## src/rtl/dzq_pkg.sv

```systemverilog
package dzq_pkg;

  localparam int COEF_W = 16;
  localparam int BLK_SIZE = 64;

  // Strobes and selectors passed from control to datapath
  typedef struct packed {
    logic       blockStart;
    logic       cfgCapture;
    logic [2:0] cfgSel;
    logic       elemDecode;
    logic       elemCommit;
    logic [1:0] comp;
    logic [5:0] wrIdx;
    logic [1:0] saveSel;
  } dqStrobe_t;

  // Walk the 8x8 grid diagonally and return the raster index per zigzag index
  function automatic logic [63:0][5:0] buildZigzag();
    logic [63:0][5:0] m;
    int r, c;
    r = 0;
    c = 0;
    for (int k = 0; k < 64; k++) begin
      m[k] = 6'(r * 8 + c);
      if (((r + c) % 2) == 0) begin
        if (c == 7) r++;
        else if (r == 0) c++;
        else begin r--; c++; end
      end else begin
        if (r == 7) c++;
        else if (c == 0) r++;
        else begin r++; c--; end
      end
    end
    return m;
  endfunction

endpackage

```

## src/rtl/dzq_control.sv

```systemverilog
module dzq_control
  import dzq_pkg::*;
#(
  parameter int MCU_AW = 9,
  parameter int STATE_AW = 10,
  parameter int LUMA_BLOCKS = 4,
  parameter int CHROMA_COMPS = 2,
  parameter logic [STATE_AW-1:0] FRAME_DESC_BASE = 'h205,
  parameter logic [STATE_AW-1:0] DC_SAVE_BASE = 'h210
) (
  input  logic                clk,
  input  logic                rstN,
  input  logic                start,
  input  logic                elemEnd,
  input  logic                lastPos,
  output dqStrobe_t           st,
  output logic                done,
  output logic [MCU_AW-1:0]   mcuRdAddr,
  output logic                mcuWrEn,
  output logic [MCU_AW-1:0]   mcuWrAddr,
  output logic [STATE_AW-1:0] stRdAddr,
  output logic                stWrEn,
  output logic [STATE_AW-1:0] stWrAddr
);
  localparam int BLOCKS = LUMA_BLOCKS + CHROMA_COMPS;
  localparam int BLK_W = MCU_AW - 6;
  localparam int CFG_LAST = 2 * (CHROMA_COMPS + 1);

  typedef enum logic [3:0] {
    S_IDLE, S_CFG, S_INIT, S_RDEL, S_DEC, S_MUL, S_WRB, S_SAVE, S_FIN
  } ctlState_t;

  ctlState_t state;
  logic [6:0] cnt;
  logic [BLK_W-1:0] blockIdx;
  logic [5:0] elemIdx;
  logic [1:0] comp;

  assign comp = (int'(blockIdx) < LUMA_BLOCKS) ? 2'd0 : 2'(int'(blockIdx) - LUMA_BLOCKS + 1);
  assign mcuRdAddr = {blockIdx, elemIdx};
  assign mcuWrAddr = {blockIdx, cnt[5:0]};
  assign stRdAddr = (cnt < 7'd3) ? FRAME_DESC_BASE + STATE_AW'(cnt)
                                 : DC_SAVE_BASE + STATE_AW'(cnt - 7'd3);
  assign stWrAddr = DC_SAVE_BASE + STATE_AW'(cnt);
  assign mcuWrEn = (state == S_WRB);
  assign stWrEn = (state == S_SAVE);
  assign done = (state == S_FIN);

  always_comb begin
    st = '0;
    st.comp = comp;
    st.wrIdx = cnt[5:0];
    st.saveSel = cnt[1:0];
    st.cfgSel = 3'(cnt - 7'd1);
    st.cfgCapture = (state == S_CFG) && (cnt != 7'd0);
    st.blockStart = (state == S_INIT);
    st.elemDecode = (state == S_DEC);
    st.elemCommit = (state == S_MUL);
  end

  always_ff @(posedge clk or negedge rstN) begin
    if (!rstN) begin
      state <= S_IDLE;
      cnt <= '0;
      blockIdx <= '0;
      elemIdx <= '0;
    end else begin
      case (state)
        S_IDLE: if (start) begin state <= S_CFG; cnt <= '0; end
        S_CFG: begin
          cnt <= cnt + 7'd1;
          if (int'(cnt) == CFG_LAST) begin state <= S_INIT; blockIdx <= '0; end
        end
        S_INIT: begin elemIdx <= '0; state <= S_RDEL; end
        S_RDEL: state <= S_DEC;
        S_DEC: if (elemEnd) begin state <= S_WRB; cnt <= '0; end
               else state <= S_MUL;
        S_MUL: begin
          elemIdx <= elemIdx + 6'd1;
          if (lastPos) begin state <= S_WRB; cnt <= '0; end
          else state <= S_RDEL;
        end
        S_WRB: begin
          cnt <= cnt + 7'd1;
          if (cnt == 7'd63) begin
            cnt <= '0;
            if (int'(blockIdx) == BLOCKS - 1) state <= S_SAVE;
            else begin blockIdx <= blockIdx + 1'b1; state <= S_INIT; end
          end
        end
        S_SAVE: begin
          cnt <= cnt + 7'd1;
          if (int'(cnt) == CHROMA_COMPS) state <= S_FIN;
        end
        S_FIN: state <= S_IDLE;
        default: state <= S_IDLE;
      endcase
    end
  end


  done_pulse_chk: assert property (@(posedge clk) disable iff (!rstN) done |=> !done);

  wr_region_chk: assert property (@(posedge clk) disable iff (!rstN)
    mcuWrEn |-> int'(mcuWrAddr) < BLOCKS * 64);

  wr_order_chk: assert property (@(posedge clk) disable iff (!rstN)
    (mcuWrEn && $past(mcuWrEn)) |-> mcuWrAddr == $past(mcuWrAddr) + 1'b1);

  st_target_chk: assert property (@(posedge clk) disable iff (!rstN)
    stWrEn |-> (stWrAddr >= DC_SAVE_BASE && stWrAddr <= DC_SAVE_BASE + STATE_AW'(CHROMA_COMPS)));
endmodule

```

## src/rtl/dzq_datapath.sv

```systemverilog
module dzq_datapath
  import dzq_pkg::*;
#(
  parameter int CODE_AW = 11,
  parameter logic [CODE_AW-1:0] QTAB_BASE = 'h700
) (
  input  logic               clk,
  input  logic               rstN,
  input  dqStrobe_t          st,
  input  logic [15:0]        mcuRdData,
  input  logic [7:0]         qRdData,
  input  logic [15:0]        stRdData,
  output logic [CODE_AW-1:0] qRdAddr,
  output logic [COEF_W-1:0]  wrData,
  output logic [COEF_W-1:0]  saveData,
  output logic               elemEnd,
  output logic               lastPos
);
  localparam logic [63:0][5:0] ZZ = buildZigzag();

  logic [6:0] kReg;
  logic [5:0] kLat;
  logic [11:0] ampReg;
  logic [BLK_SIZE-1:0] filled;
  logic [COEF_W-1:0] coefBuf [BLK_SIZE];
  logic [COEF_W-1:0] pred [4];
  logic [1:0] tbl [4];

  logic [6:0] kSum;
  logic isEob;
  logic [COEF_W-1:0] dcVal;
  logic signed [16:0] mulIn;
  logic signed [25:0] prod;
  logic [COEF_W-1:0] satVal;
  logic [5:0] natPos;
  logic [1:0] cfgPredIdx;

  // Element decode: run in [15:12], amplitude in [11:0]
  assign isEob = (kReg != 7'd0) && (mcuRdData == 16'h0000);
  assign kSum = (kReg == 7'd0) ? 7'd0 : kReg + {3'b000, mcuRdData[15:12]};
  assign elemEnd = isEob || (kSum > 7'd63);
  assign qRdAddr = QTAB_BASE + CODE_AW'({tbl[st.comp], kSum[5:0]});

  // Multiply stage: table byte arrives one cycle after the address
  assign dcVal = pred[st.comp] + {{4{ampReg[11]}}, ampReg};
  assign mulIn = (kLat == 6'd0) ? {dcVal[15], dcVal} : {{5{ampReg[11]}}, ampReg};
  assign prod = mulIn * $signed({1'b0, qRdData});
  assign satVal = (prod > 26'sd32767) ? 16'h7FFF :
                  (prod < -26'sd32768) ? 16'h8000 : prod[15:0];
  assign natPos = ZZ[kLat];
  assign lastPos = (kLat == 6'd63);
  assign cfgPredIdx = 2'(st.cfgSel - 3'd3);

  assign wrData = filled[st.wrIdx] ? coefBuf[st.wrIdx] : '0;
  assign saveData = pred[st.saveSel];

  always_ff @(posedge clk or negedge rstN) begin
    if (!rstN) begin
      kReg <= '0;
      kLat <= '0;
      ampReg <= '0;
      filled <= '0;
      for (int i = 0; i < 4; i++) begin
        pred[i] <= '0;
        tbl[i] <= '0;
      end
    end else begin
      if (st.blockStart) begin
        kReg <= '0;
        filled <= '0;
      end
      if (st.cfgCapture) begin
        if (st.cfgSel < 3'd3) tbl[st.cfgSel[1:0]] <= stRdData[1:0];
        else pred[cfgPredIdx] <= stRdData;
      end
      if (st.elemDecode && !elemEnd) begin
        ampReg <= mcuRdData[11:0];
        kLat <= kSum[5:0];
      end
      if (st.elemCommit) begin
        filled[natPos] <= 1'b1;
        kReg <= {1'b0, kLat} + 7'd1;
        if (kLat == 6'd0) pred[st.comp] <= dcVal;
      end
    end
  end

  always_ff @(posedge clk) begin
    if (st.elemCommit) coefBuf[natPos] <= satVal;
  end


  kpos_chk: assert property (@(posedge clk) disable iff (!rstN)
    st.elemCommit |-> kReg < 7'd64);
endmodule

```

## src/rtl/dc_dezigzag_dequant.sv

```systemverilog
module dc_dezigzag_dequant
  import dzq_pkg::*;
#(
  parameter int MCU_AW = 9,
  parameter int CODE_AW = 11,
  parameter int STATE_AW = 10,
  parameter int LUMA_BLOCKS = 4,
  parameter int CHROMA_COMPS = 2,
  parameter logic [CODE_AW-1:0] QTAB_BASE = 'h700,
  parameter logic [STATE_AW-1:0] FRAME_DESC_BASE = 'h205,
  parameter logic [STATE_AW-1:0] DC_SAVE_BASE = 'h210
) (
  input  logic                clk,
  input  logic                rstN,
  input  logic                start,
  output logic                done,
  output logic [MCU_AW-1:0]   mcuRdAddr,
  input  logic [15:0]         mcuRdData,
  output logic                mcuWrEn,
  output logic [MCU_AW-1:0]   mcuWrAddr,
  output logic [15:0]         mcuWrData,
  output logic [CODE_AW-1:0]  qRdAddr,
  input  logic [7:0]          qRdData,
  output logic [STATE_AW-1:0] stRdAddr,
  input  logic [15:0]         stRdData,
  output logic                stWrEn,
  output logic [STATE_AW-1:0] stWrAddr,
  output logic [15:0]         stWrData
);
  dqStrobe_t st;
  logic elemEnd, lastPos;

  dzq_control #(
    .MCU_AW(MCU_AW), .STATE_AW(STATE_AW), .LUMA_BLOCKS(LUMA_BLOCKS),
    .CHROMA_COMPS(CHROMA_COMPS), .FRAME_DESC_BASE(FRAME_DESC_BASE),
    .DC_SAVE_BASE(DC_SAVE_BASE)
  ) u_ctrl (
    .clk(clk), .rstN(rstN), .start(start), .elemEnd(elemEnd), .lastPos(lastPos),
    .st(st), .done(done), .mcuRdAddr(mcuRdAddr), .mcuWrEn(mcuWrEn),
    .mcuWrAddr(mcuWrAddr), .stRdAddr(stRdAddr), .stWrEn(stWrEn), .stWrAddr(stWrAddr)
  );

  dzq_datapath #(.CODE_AW(CODE_AW), .QTAB_BASE(QTAB_BASE)) u_dp (
    .clk(clk), .rstN(rstN), .st(st), .mcuRdData(mcuRdData), .qRdData(qRdData),
    .stRdData(stRdData), .qRdAddr(qRdAddr), .wrData(mcuWrData),
    .saveData(stWrData), .elemEnd(elemEnd), .lastPos(lastPos)
  );
endmodule

```

## config.mk

```make
export PLATFORM = sky130hd
export DESIGN_NAME = dc_dezigzag_dequant
export DESIGN_NICKNAME = d
export VERILOG_FILES = /design/src/rtl/dzq_pkg.sv /design/src/rtl/dzq_control.sv /design/src/rtl/dzq_datapath.sv /design/src/rtl/dc_dezigzag_dequant.sv
export SDC_FILE = /design/constraint.sdc
export NUM_CORES = 2
export LEC_CHECK = 0
export BUFFER_PORTS_ARGS = -buffer_cell sky130_fd_sc_hd__buf_2
export CORE_MARGIN = 3
export CORE_UTILIZATION = 46
export CTS_BUF_LIST = sky130_fd_sc_hd__clkbuf_4 sky130_fd_sc_hd__clkbuf_8
export CTS_CLUSTER_DIAMETER = 60
export DETAILED_ROUTE_END_ITERATION = 8
export PLACE_DENSITY = 0.72
export SLEW_MARGIN = 20
export SYNTH_ARGS = -nofsm -noshare
export SYNTH_HDL_FRONTEND = slang
export SYNTH_SLANG_ARGS = --single-unit
```

## constraint.sdc

```tcl
create_clock -name clk -period 14.14 [get_ports clk]
set_input_delay 1.414 -clock clk [delete_from_list [all_inputs] [get_ports clk]]
set_output_delay 1.414 -clock clk [all_outputs]
set_load 0.02 [all_outputs]
```

==> summary.txt <==
Clock network
  – Worst-Skew Late Latency: 0.87 ns
  – TritonCTS clock tree: built
  – Post-CTS Setup Repair Bufs: 0
  – Hold_buf cts: 0
  – CTS clk-pin slew, worst paths: 0.06 ns
  – Clock Sinks: 1205
  – Cts bufs inserted: 186
  – CTS root buf: clkbuf_8
  – PostCTS Resize Cnt: 0
  – Htree depth: 4
  – Max clock buf depth: 3

Final layout
  – Share of cells above drive strength 1: 0.296
  – Fin nets: 3774
  – Leading cell type in the layout, fill and taps excluded: edfxtp_1
  – Final non-filler cell total: 5283
  – Layout area overhead: 12.3%
  – Most frequent cells in the layout: 1024 x edfxtp_1, 375 x mux4_2, 200 x clkbuf_8

Timing
  – RSZ-0062 raised after global routing: no
  – Final Hold Fails: 0
  – Min cycle time layout: 11.36 ns
  – Final period util: 0.804
  – Slew @ Worst Pin: 1.15 ns
  – FMAX: 88.0 MHz
  – Final setup vio count: 0
  – Relative slew margins: 0.223
  – Clk_skew: 0.0730 ns
  – Setup tns final: 0 ns
  – Max-slew violation count: 0

GRT
  – Largest net degree at the start of global routing: 141
  – Initial antenna violation count: 10
  – First-pass GRT wire length: 205000 um
  – Global route overflow: 0
  – Gr usage total: 0.220
  – Vias in the first global route: 31239

Detailed routing
  – Initial DRC count: 3609
  – DRC viols: 0
  – Final wirelength: 137000 um
  – Total number of vias: 31358
  – Vias per cell: 5.94
  – Number of iterations in the first detailed-routing pass: 5
  – Antenna viol nets, final: 1
  – Wire length per cell: 25.9 um

Synth
  – Sequential share of the synthesized area: 0.635
  – Cell Area, Synth: 55500 um2
  – Async set or reset register ratio after synthesis: 0.150
  – Synth cell types: 90
  – Number of synthesized flops with an enable pin: 1024
  – Synth Warn #: 0
  – Flops & latches, synth: 1205
  – Post-Syn Area per Cell: 16.9 um2
  – Cells after synthesis: 3281
  – Commonest register cell after synthesis: edfxtp_1

Setup path
  – Crit Path Class: reg -> reg
  – R2r setup slk: 2.78 ns
  – Worst path top cell family by delay: compound AO/OA/AOI/OAI gates
  – Reg-to-reg startpoint: u_ctrl.blockIdx[0]$_DFFE_PN0P_
  – Crit path launch type: flip-flop
  – Crit. End Element: flip-flop
  – Max incr delay on CP: 0.91 ns
  – FF-to-FF End: u_dp.coefBuf[43][10]$_DFFE_PP_
  – Critical Path RT: 14.62 ns
  – Worst reg-to-reg path cell count: 31
  – CP most frequent cell: fa_1
  – Peak fanout along the critical path: 64
  – WP depth: 31
  – Critical path's slowest cell: o41ai_4
  – Worst path buffer plus inverter count: 5
  – CP arrival: 11.84 ns

Place
  – GP Congestion: 0.842
  – HPWL after detailed placement: 84000 um
  – I/O Buffers: 121
  – Placed insts: 4939

Floorplan
  – Starting Density: 0.467
  – Die Ht: 353 um
  – Die width: 353 um
  – Die ar.: 125000 um2
  – Row cnt: 126
  – Io pins: 127
  – Core box area: 119000 um2

Worst hold path
  – Hold-critical path endpoint: u_dp.filled[59]$_DFF_PN0_
  – Hold Path Cell Cnt: 1
  – Worst hold path type: reg -> reg
  – Hold_sp: u_dp.filled[59]$_DFF_PN0_

Status
  – Failing checks: antenna violations
  – Run status: finished, violations left

Flow run
  – Max Cap Viol: 0
==> sequential cells by signal, indices dropped and copies added (netlist names) <==
| name | flops |
|---|---|
| u_dp.coefBuf | 1024 |
| u_ctrl.cnt | 7 |
| u_dp.kReg | 7 |
| u_dp.filled | 64 |
| u_dp.tbl | 8 |
| u_ctrl.blockIdx | 3 |
| u_dp.pred | 64 |
| u_ctrl.state | 4 |
| u_ctrl.elemIdx | 6 |
| u_dp.kLat | 6 |
| u_dp.ampReg | 12 |
==> how the worst max path moves through the flow <==
stage / from / to / slack, ns
after CTS: u_ctrl.blockIdx[0]$_DFFE_PN0P_ / u_dp.coefBuf[35][11]$_DFFE_PP_ / 2.83
final: u_ctrl.blockIdx[0]$_DFFE_PN0P_ / u_dp.coefBuf[43][10]$_DFFE_PP_ / 2.78
after global routing: u_ctrl.blockIdx[0]$_DFFE_PN0P_ / u_dp.coefBuf[22][12]$_DFFE_PP_ / 1.86
after global placement: u_ctrl.blockIdx[0]$_DFFE_PN0P_ / u_dp.coefBuf[34][11]$_DFFE_PP_ / 3.10
after detailed placement: u_ctrl.blockIdx[0]$_DFFE_PN0P_ / u_dp.coefBuf[38][11]$_DFFE_PP_ / 2.91
after floorplan: u_ctrl.blockIdx[1]$_DFFE_PN0P_ / u_dp.coefBuf[0][11]$_DFFE_PP_ / 2.41
==> through the flow <==
stage               hold slack [ns]  worst slack, ns  cell area [um2]  utilization
detailed placement            0.462             2.91            58500        0.493
floorplan                     0.444             2.41            55500            -
global placement              0.453             3.10            58500        0.492
CTS                           0.474             2.83            62300        0.524
global route                  0.486             1.86            62300        0.524
finish                        0.474             2.78            62400        0.525
==> synth_stat cells, types with 53 or more instances <==
| cell | number | area, um2 |
|---|---|---|
| edfxtp_1 | 1024 | 30700 |
| mux4_2 | 375 | 8450 |
| inv_1 | 185 | 694 |
| dfrtp_1 | 181 | 4530 |
| nor2_1 | 179 | 672 |
| nand2_1 | 163 | 612 |
| clkbuf_1 | 106 | 398 |
| fa_1 | 106 | 2120 |
| a21oi_1 | 99 | 495 |
| ha_1 | 97 | 1210 |
| a21o_1 | 81 | 608 |
| o21ai_0 | 69 | 345 |
| and2_1 | 64 | 400 |
| mux2i_1 | 53 | 531 |
==> final cells by class <==
type / count / area, um2
Fill cell: 9437 / 56500
Antenna cell: 13 / 32.5
Clock inverter: 59 / 475
Sequential cell: 1205 / 35300
Timing Repair Buffer: 237 / 1510
Multi-Input combinational cell: 1710 / 19000
Tap cell: 1600 / 2000
Inverter: 188 / 706
Clock buffer: 271 / 3280
==> metal layers <==
metal | global-route usage | wire (um) | vias up
li1 | - | - | 13246
met1 | 0.315 | 56000 | 16409
met2 | 0.349 | 66300 | 1481
met3 | 0.0373 | 11100 | 222
met4 | 0.0684 | 3440 | 0
met5 | 0 | 0 | -
==> logic make-up after synthesis <==
family | Yosys count | synth area share
other cells | 2 | 0.000135
xor+xnor | 39 | 0.00615
simple gates | 596 | 0.0524
fa+ha+maj | 203 | 0.0601
mux | 475 | 0.171
buf+inv | 369 | 0.0278
compound gates | 392 | 0.0468
flops | 1205 | 0.635
Power is left out: the tool's default activity adds up to more than one toggle a clock period on the data nets, which glitch-free logic cannot reach.
